==> config.mk <==
export PLATFORM = sky130hd
export DESIGN_NAME = bus_err_flags
export DESIGN_NICKNAME = d
export VERILOG_FILES = /design/src/rtl/bus_err_flags.sv
export SDC_FILE = /design/constraint.sdc
export NUM_CORES = 1
export LEC_CHECK = 0
export CAP_MARGIN = 5
export CORE_AREA = 2 2 39 41
export DETAILED_ROUTE_END_ITERATION = 6
export DIE_AREA = 0 0 41 43
export HOLD_SLACK_MARGIN = 0.15
export MAX_ROUTING_LAYER = met4
export PLACE_DENSITY = 0.59
export SLEW_MARGIN = 5
export SYNTH_ARGS = -nofsm -noshare
export SYNTH_HDL_FRONTEND = slang
export SYNTH_SLANG_ARGS = --single-unit
==> constraint.sdc <==
create_clock -name clk -period 0.8 [get_ports clk]
set_input_delay 0.12 -clock clk [delete_from_list [all_inputs] [get_ports clk]]
set_output_delay 0.12 -clock clk [all_outputs]
set_load 0.01 [all_outputs]
==> src/rtl/bus_err_flags.sv <==
module bus_err_flags (
  input  logic       clk,
  input  logic       rst_n,
  input  logic       en,
  input  logic       dis,
  input  logic       byte_rdy,
  input  logic       rx_rd,
  input  logic       abort_evt,
  input  logic       brk_det,
  input  logic       crc_evt,
  input  logic       ifd_evt,
  input  logic       rd_stb,
  output logic [7:0] rd_data
);

  logic hold;
  logic rx_full, ovf, tra, brk, crc, ifd;
  logic ovf_hit;

  assign hold    = !en || dis;
  assign ovf_hit = byte_rdy && rx_full && !rx_rd;

  always_ff @(posedge clk or negedge rst_n) begin
    if (!rst_n) begin
      rx_full <= 1'b0;
      ovf     <= 1'b0;
      tra     <= 1'b0;
      brk     <= 1'b0;
      crc     <= 1'b0;
      ifd     <= 1'b0;
    end else if (hold) begin
      rx_full <= 1'b0;
      ovf     <= 1'b0;
      tra     <= 1'b0;
      brk     <= 1'b0;
      crc     <= 1'b0;
      ifd     <= 1'b0;
    end else begin
      rx_full <= byte_rdy || (rx_full && !rx_rd);
      ovf     <= ovf_hit  || (ovf && !rd_stb);
      tra     <= abort_evt || tra;
      brk     <= brk_det  || (brk && !rd_stb);
      crc     <= crc_evt  || (crc && !rd_stb);
      ifd     <= ifd_evt  || (ifd && !rd_stb);
    end
  end

  assign rd_data = {2'b00, ovf, tra, brk, crc, ifd, 1'b0};

  a_r10_hold_clear: assert property (@(posedge clk) disable iff (!rst_n)
    hold |=> (rd_data == 8'h00));

  a_r4_abort_sticky: assert property (@(posedge clk) disable iff (!rst_n)
    (!hold && rd_data[4]) |=> rd_data[4]);

  a_r5_break_kept: assert property (@(posedge clk) disable iff (!rst_n)
    (!hold && brk_det) |=> rd_data[3]);

  a_r8_crc_set_wins: assert property (@(posedge clk) disable iff (!rst_n)
    (!hold && crc_evt && rd_stb) |=> rd_data[2]);

  a_r3_ovf_read_clear: assert property (@(posedge clk) disable iff (!rst_n)
    (!hold && rd_stb && rd_data[5] && !byte_rdy) |=> !rd_data[5]);

endmodule

==> results.ini, run 1 <==
[run_status]
status = finished, violations left
violations = setup timing

[die]
num_io_pins = 19
start_util = 0.227
fp.dieW_um = 41
die_area_um2 = 1760
die_h_um = 43
rows = 14
coreArea_um2 = 1380

[clock_tree]
clkSlewWorstSetupHoldPaths_ns = 0.05
cts_buffer_depth = 2
cts_tree = yes
cts.sinks = 6
cts.htree.levels = 1
cts-root-buf = clkbuf_4
numCtsBuffers = 3
clock_latency_ns = 0.24
cts_setup_buffers = 0

[worst_setup_path]
cp-start-kind = register
path_depth = 1
path_cells = buf_2
path_buf_inv = 1
critPathTopFamily = flip-flops
worstPathRequired_ns = 0.68
critPathMaxStageDelay_ns = 0.37
path_class = register to primary output
rrSetupSlack_ns = 0.17
crit_arrival_ns = 0.75
critPathSlowestCell = dfrtp_1
critPathMaxFanout = 2
endpoint_kind = primary output
reg2regPathDepth = 2

[logic_synthesis]
synth_mux_area_frac = 0
synth-seq-cells = 6
synth_edf_count = 0
synth_top_family_by_area = buffers and inverters
synth.largest_area_cell = dfrtp_1
synthCells = 33
synthTopCellsByArea = dfrtp_1, buf_4, nand2b_1
syn_area_um2 = 314
postSynthAreaPerCell_um2 = 9.52
yosysSeqAreaShare = 0.478
yosysUniqueCellTypes = 9
synth.top_cell.area_share = 0.478
synth_xor_area_frac = 0
synth-adder-area-share = 0
synthTopCellsByCount = buf_4, dfrtp_1, a21oi_1, nand2b_1, inv_1
yosys.area_share.simple = 0.191
async_flop_share = 1.00
yosysMostFrequentCell = buf_4
ys.flop_type = dfrtp_1
synth_compound_area_frac = 0.0797
yosys_warnings = 0

[timing]
fmax_mhz = 1150
rsz0062_at_grt = yes
layout_setup_ws_ns = -0.0680
tns_ns = -0.317
hold_slack_ns = 0.125
finalHoldViolCount = 0
final_max_slew_viol_count = 0
finClkSkew_ns = 0.0000475
setup_viol = 5
period_share = 1.08
final.min_clock_period_ns = 0.868

[placed_design]
place_congestion = 0.588
portBuffers = 15

[global_routing]
grt_use_total = 0.0816
grt_pass1_vias = 196
grt_pass1_wl_um = 883
grt-ovfl-total = 0
grt_max_degree = 7
antenna_found_initial = 0

[route]
wirelength_um = 538
routedWlPerCell_um = 8.82
ant_nets = 0
drt_iter0_drc = 4
vias = 238
route.detailed.drc = 0
dr.pass1.iters = 3
viasPerCell = 3.90

[cells_and_area]
nets = 58
finish.utilization = 0.315
n_fill_cell = 153
area_delta_synth_final_pct = 38.6
drive_above_1_share = 0.200
diodes = 0

[run]
max_cap_violations = 0

[min_path]
hold_path.class = input pin to asynchronous set/reset pin

[power_and_ir_drop]
p_leak_nw = 0.218
irDropWorstVdd_mv = 0.632
finalPower_w = 0.000708
power.density_nw_per_um2 = 1630

## path summary, 6_finish.rpt
check / to / from
hold reg to reg: tra$_DFF_PN0_ / tra$_DFF_PN0_
min in group clk: ifd$_DFF_PN0_ / ifd_evt
setup reg to reg: ovf$_DFF_PN0_ / rx_full$_DFF_PN0_
hold / removal: crc$_DFF_PN0_ / rst_n
setup / recovery: rd_data[4] / tra$_DFF_PN0_
max in group asynchronous: ifd$_DFF_PN0_ / rst_n
## repair_timing
item / 4_1_cts / 5_1_grt
cloned: 0 / 0
resized for setup: 20 / 1
endpoints found under the setup margin: 5 / 5
hold endpoints to repair: 6 / 6
## logic make-up (layout without fill, tap and decap cells)
group                  after synthesis  in the layout
DFF                                  6              6
AOI/OAI and AO/OA                    5              5
and+or+nand+nor                      9              9
buffers and inverters               12             22
other                                1              3
## registers in the layout (all words and copies together), names as in the netlist
| register | count |
|---|---|
| brk | 1 |
| crc | 1 |
| ifd | 1 |
| ovf | 1 |
| rx_full | 1 |
| tra | 1 |
## layout by cell type, fill, tap and decap left out
cell,synthesis,final
a21oi_1,5,5
buf_2,0,4
buf_6,0,1
clkbuf_4,0,3
clkdlybuf4s50_1,0,10
conb_1,1,3
dfrtp_1,6,6
inv_1,4,4
nand2b_1,5,5
nand2b_4,1,1
nand3b_1,1,1
nor2_1,2,2
## routing by layer
layer,part of all wire,GRT usage
met5,0,-
met4,0,0.0600
met3,0.12,0.0314
met2,0.42,0.0781
met1,0.46,0.127
## worst reg2reg max path, delay by kind of cell, from the launching register on
family,cells,cell delay [ns]
simple gates,1,0.09
compound gates,1,0.06
flops,1,0.37
## through the flow
stage               setup slack, ns  cell area (um2)  cells
floorplan                     0.193              322     35
global placement             -0.191              432     58
detailed placement           -0.186              432     58
CTS                         -0.0833              429     61
global route                 -0.111              435     61
finish                      -0.0680              435     61
## cell type report
| type | count | area, um2 | share of cell area |
|---|---|---|---|
| clock buffers | 3 | 22.5 | 0.0517 |
| well taps | 16 | 20.0 | 0.0460 |
| flip-flops and latches | 6 | 150 | 0.345 |
| repair buffers | 15 | 131 | 0.302 |
| multi-input cells | 17 | 96.3 | 0.221 |
| inverters | 4 | 15.0 | 0.0345 |
## where the power goes
part           leakage [nW]  switching, W  internal [W]  total [W]
logic                 0.123     0.0000418     0.0000659   0.000108
registers            0.0810    0.00000541      0.000316   0.000321
clock network        0.0138      0.000109      0.000170   0.000279
Note: power is estimated with default switching activity, not from simulation.
==> inputs of run 2 (changes only) <==
--- a/config.mk
+++ b/config.mk
@@ -5,7 +5,6 @@
 export SDC_FILE = /design/constraint.sdc
 export NUM_CORES = 1
 export LEC_CHECK = 0
-export CAP_MARGIN = 5
 export CORE_AREA = 2 2 39 41
 export DETAILED_ROUTE_END_ITERATION = 6
 export DIE_AREA = 0 0 41 43
==> results of run 2 <==
The final DEF is identical to that of run 1; final timing and power are the same.
==> inputs of run 3 (changes only) <==
--- a/config.mk
+++ b/config.mk
@@ -10,7 +10,7 @@
 export DIE_AREA = 0 0 41 43
 export HOLD_SLACK_MARGIN = 0.15
 export MAX_ROUTING_LAYER = met4
-export PLACE_DENSITY = 0.59
+export PLACE_DENSITY = 0.57
 export SLEW_MARGIN = 5
 export SYNTH_ARGS = -nofsm -noshare
 export SYNTH_HDL_FRONTEND = slang
==> constraint.sdc (replaced) <==
create_clock -name clk -period 1 [get_ports clk]
set_input_delay 0.15 -clock clk [delete_from_list [all_inputs] [get_ports clk]]
set_output_delay 0.15 -clock clk [all_outputs]
set_load 0.01 [all_outputs]
==> run 3 against run 2 <==
The run now ends clean. Power is 20% lower. Design area rose by 2.0%. Hold slack better by 0.027 ns. Critical endpoint is now rd_data[5]. Largest cell class unchanged. Highest routed layer unchanged.
==> results.ini, run 3 (same netlist as run 1, synthesis figures left out) <==
[run_status]
status = completed

[cells_and_area]
stdcell_area_um2 = 444  ; +2.0%
layout.cells.non_filler = 63  ; +3.3%
n_fill_cell = 156  ; +2.0%
diodes = 0  ; unchanged
finish.utilization = 0.321  ; +0.00633
final_cell_mix = clkdlybuf4s50_1, dfrtp_1, nand2b_1, a21oi_1, inv_1
drive_above_1_share = 0.234  ; +0.0340
layout_commonest_cell = clkdlybuf4s50_1
nets = 60  ; +3.4%
area_delta_synth_final_pct = 41.4

[worst_setup_path]
critPathMaxStageDelay_ns = 0.37  ; about the same
reg2regPathDepth = 3  ; +1
worstPathRequired_ns = 0.85  ; +0.17 ns
critPathTopFamily = flip-flops
critPathMaxFanout = 2  ; unchanged
endpoint_kind = primary output
path_cells = buf_2
path_depth = 1  ; unchanged
r2r-start = tra$_DFF_PN0_
startpoint = ovf$_DFF_PN0_
path_buf_inv = 1  ; unchanged
path_class = register to primary output
crit_arrival_ns = 0.75  ; about the same
reg2reg_to = tra$_DFF_PN0_
rrSetupSlack_ns = 0.26  ; +0.09 ns
cp-start-kind = register
cp-endpoint = rd_data[5]
critPathSlowestCell = dfrtp_1

[power_and_ir_drop]
p_int_w = 0.000441  ; -20%
switching_share = 0.220  ; -0.00116
pwr-share-seq = 0.454  ; about the same
p_leak_nw = 0.227  ; +3.9%
irDropWorstVdd_mv = 0.396  ; -37%
p_sw_w = 0.000125  ; -20%
combinationalPowerShare = 0.154  ; +0.002
p_clk_frac = 0.392  ; -0.002
power.density_nw_per_um2 = 1270  ; -22%

[clock_tree]
cts_tree = yes
cts.htree.levels = 1  ; unchanged
clock_latency_ns = 0.24  ; about the same
numCtsBuffers = 3  ; unchanged
cts.sinks = 6  ; unchanged
cts_buffer_depth = 2  ; unchanged
clkSlewWorstSetupHoldPaths_ns = 0.05  ; about the same
cts-root-buf = clkbuf_4
holdBufCountCts = 0

[global_routing]
grt-ovfl-total = 0  ; unchanged
grt_pass1_vias = 229  ; +17%
grt_pass1_wl_um = 952  ; +7.8%
grt_use_total = 0.0881  ; +0.00647
grt_max_degree = 7  ; unchanged
antenna_found_initial = 0  ; unchanged

[timing]
layout_setup_ws_ns = 0.0990  ; +0.167 ns
fmax_mhz = 1110
final.min_clock_period_ns = 0.901
finalHoldViolCount = 0  ; unchanged
rsz0062_at_grt = no
final_max_slew_viol_count = 0  ; unchanged
finClkSkew_ns = 0.0000277  ; -0.0000198 ns
period_share = 0.901
setup_viol = 0  ; -5

[run]
max_cap_violations = 0  ; unchanged

[placed_design]
portBuffers = 15  ; unchanged
place_area_um2 = 432  ; unchanged
post-place-cells = 58  ; unchanged
post-place-ws_ns = -0.0241  ; +0.162 ns
place_congestion = 0.594  ; +1.0%

[route]
route.detailed.drc = 0  ; unchanged
routedWlPerCell_um = 9.22  ; +4.6%
ant_nets = 0  ; unchanged
vias = 242  ; +1.7%
viasPerCell = 3.84  ; -1.5%
drt_iter0_drc = 2  ; -2
wirelength_um = 581  ; +8.0%
dr.pass1.iters = 2  ; -1

[die]
fp.dieW_um = 41  ; unchanged
num_io_pins = 19  ; unchanged
rows = 14  ; unchanged
coreArea_um2 = 1380  ; unchanged
start_util = 0.227  ; unchanged
die_area_um2 = 1760  ; unchanged
die_h_um = 43  ; unchanged

[min_path]
hold_path.class = input pin to asynchronous set/reset pin

## run 3: changes by cell type in the layout (fill, tap and decap cells not counted), sizes merged
cell and change:
clkbuf +2
## run 3: per-layer routing
metal	vias to the layer above	track usage	share of wire	routed length (um)
li1	117	-	-	-
met1	111	0.112	0.46	265
met2	14	0.109	0.42	242
met3	0	0.0366	0.13	73
met4	0	0.0600	0	0
met5	-	-	0	0
## run 3: timing repair
action / CTS / global route
gates cloned: 0 / 0
pin swaps: 0 / 0
setup buffers: 0 / 2
endpoints found under the setup margin: 5 / 5
resized for setup: 13 / 5
## run 3: worst min-delay path by stage
stage	cells after the start	slack [ns]	startpoint	endpoint
after floorplan	0	-0.15	rst_n	brk$_DFF_PN0_
after global placement	1	0.43	rst_n	ifd$_DFF_PN0_
after detailed placement	1	0.42	rst_n	crc$_DFF_PN0_
after CTS	1	0.16	rst_n	ifd$_DFF_PN0_
after global routing	1	0.17	rst_n	brk$_DFF_PN0_
final	1	0.15	rst_n	ifd$_DFF_PN0_
## run 3: power by group through the flow
stage / Combinational, W / Clock (W) / Sequential, W
detailed placement: 0.0000924 / 0 / 0.000261
global route: 0.0000981 / 0.000247 / 0.000258
CTS: 0.0000901 / 0.000228 / 0.000257
floorplan: 0.0000475 / 0 / 0.000260
global placement: 0.0000922 / 0 / 0.000260
finish: 0.0000873 / 0.000222 / 0.000257
## run 3: stage by stage
step | setup TNS, ns | total power [W] | hold slack (ns)
4_1_cts | 0 | 0.000576 | 0.158
2_1_floorplan | 0 | 0.000307 | -0.146
3_3_place_gp | -0.0708 | 0.000352 | 0.425
6_report | 0 | 0.000566 | 0.152
5_1_grt | 0 | 0.000603 | 0.170
3_5_place_dp | -0.111 | 0.000353 | 0.416
## run 3: layout make-up
type,count,area (um2),area share
Clock buffer,3,22.5,0.0507
Inverter,4,15.0,0.0338
Sequential cell,6,150,0.338
Multi-Input combinational cell,17,96.3,0.217
Tap cell,16,20.0,0.0451
Timing Repair Buffer,17,140,0.315
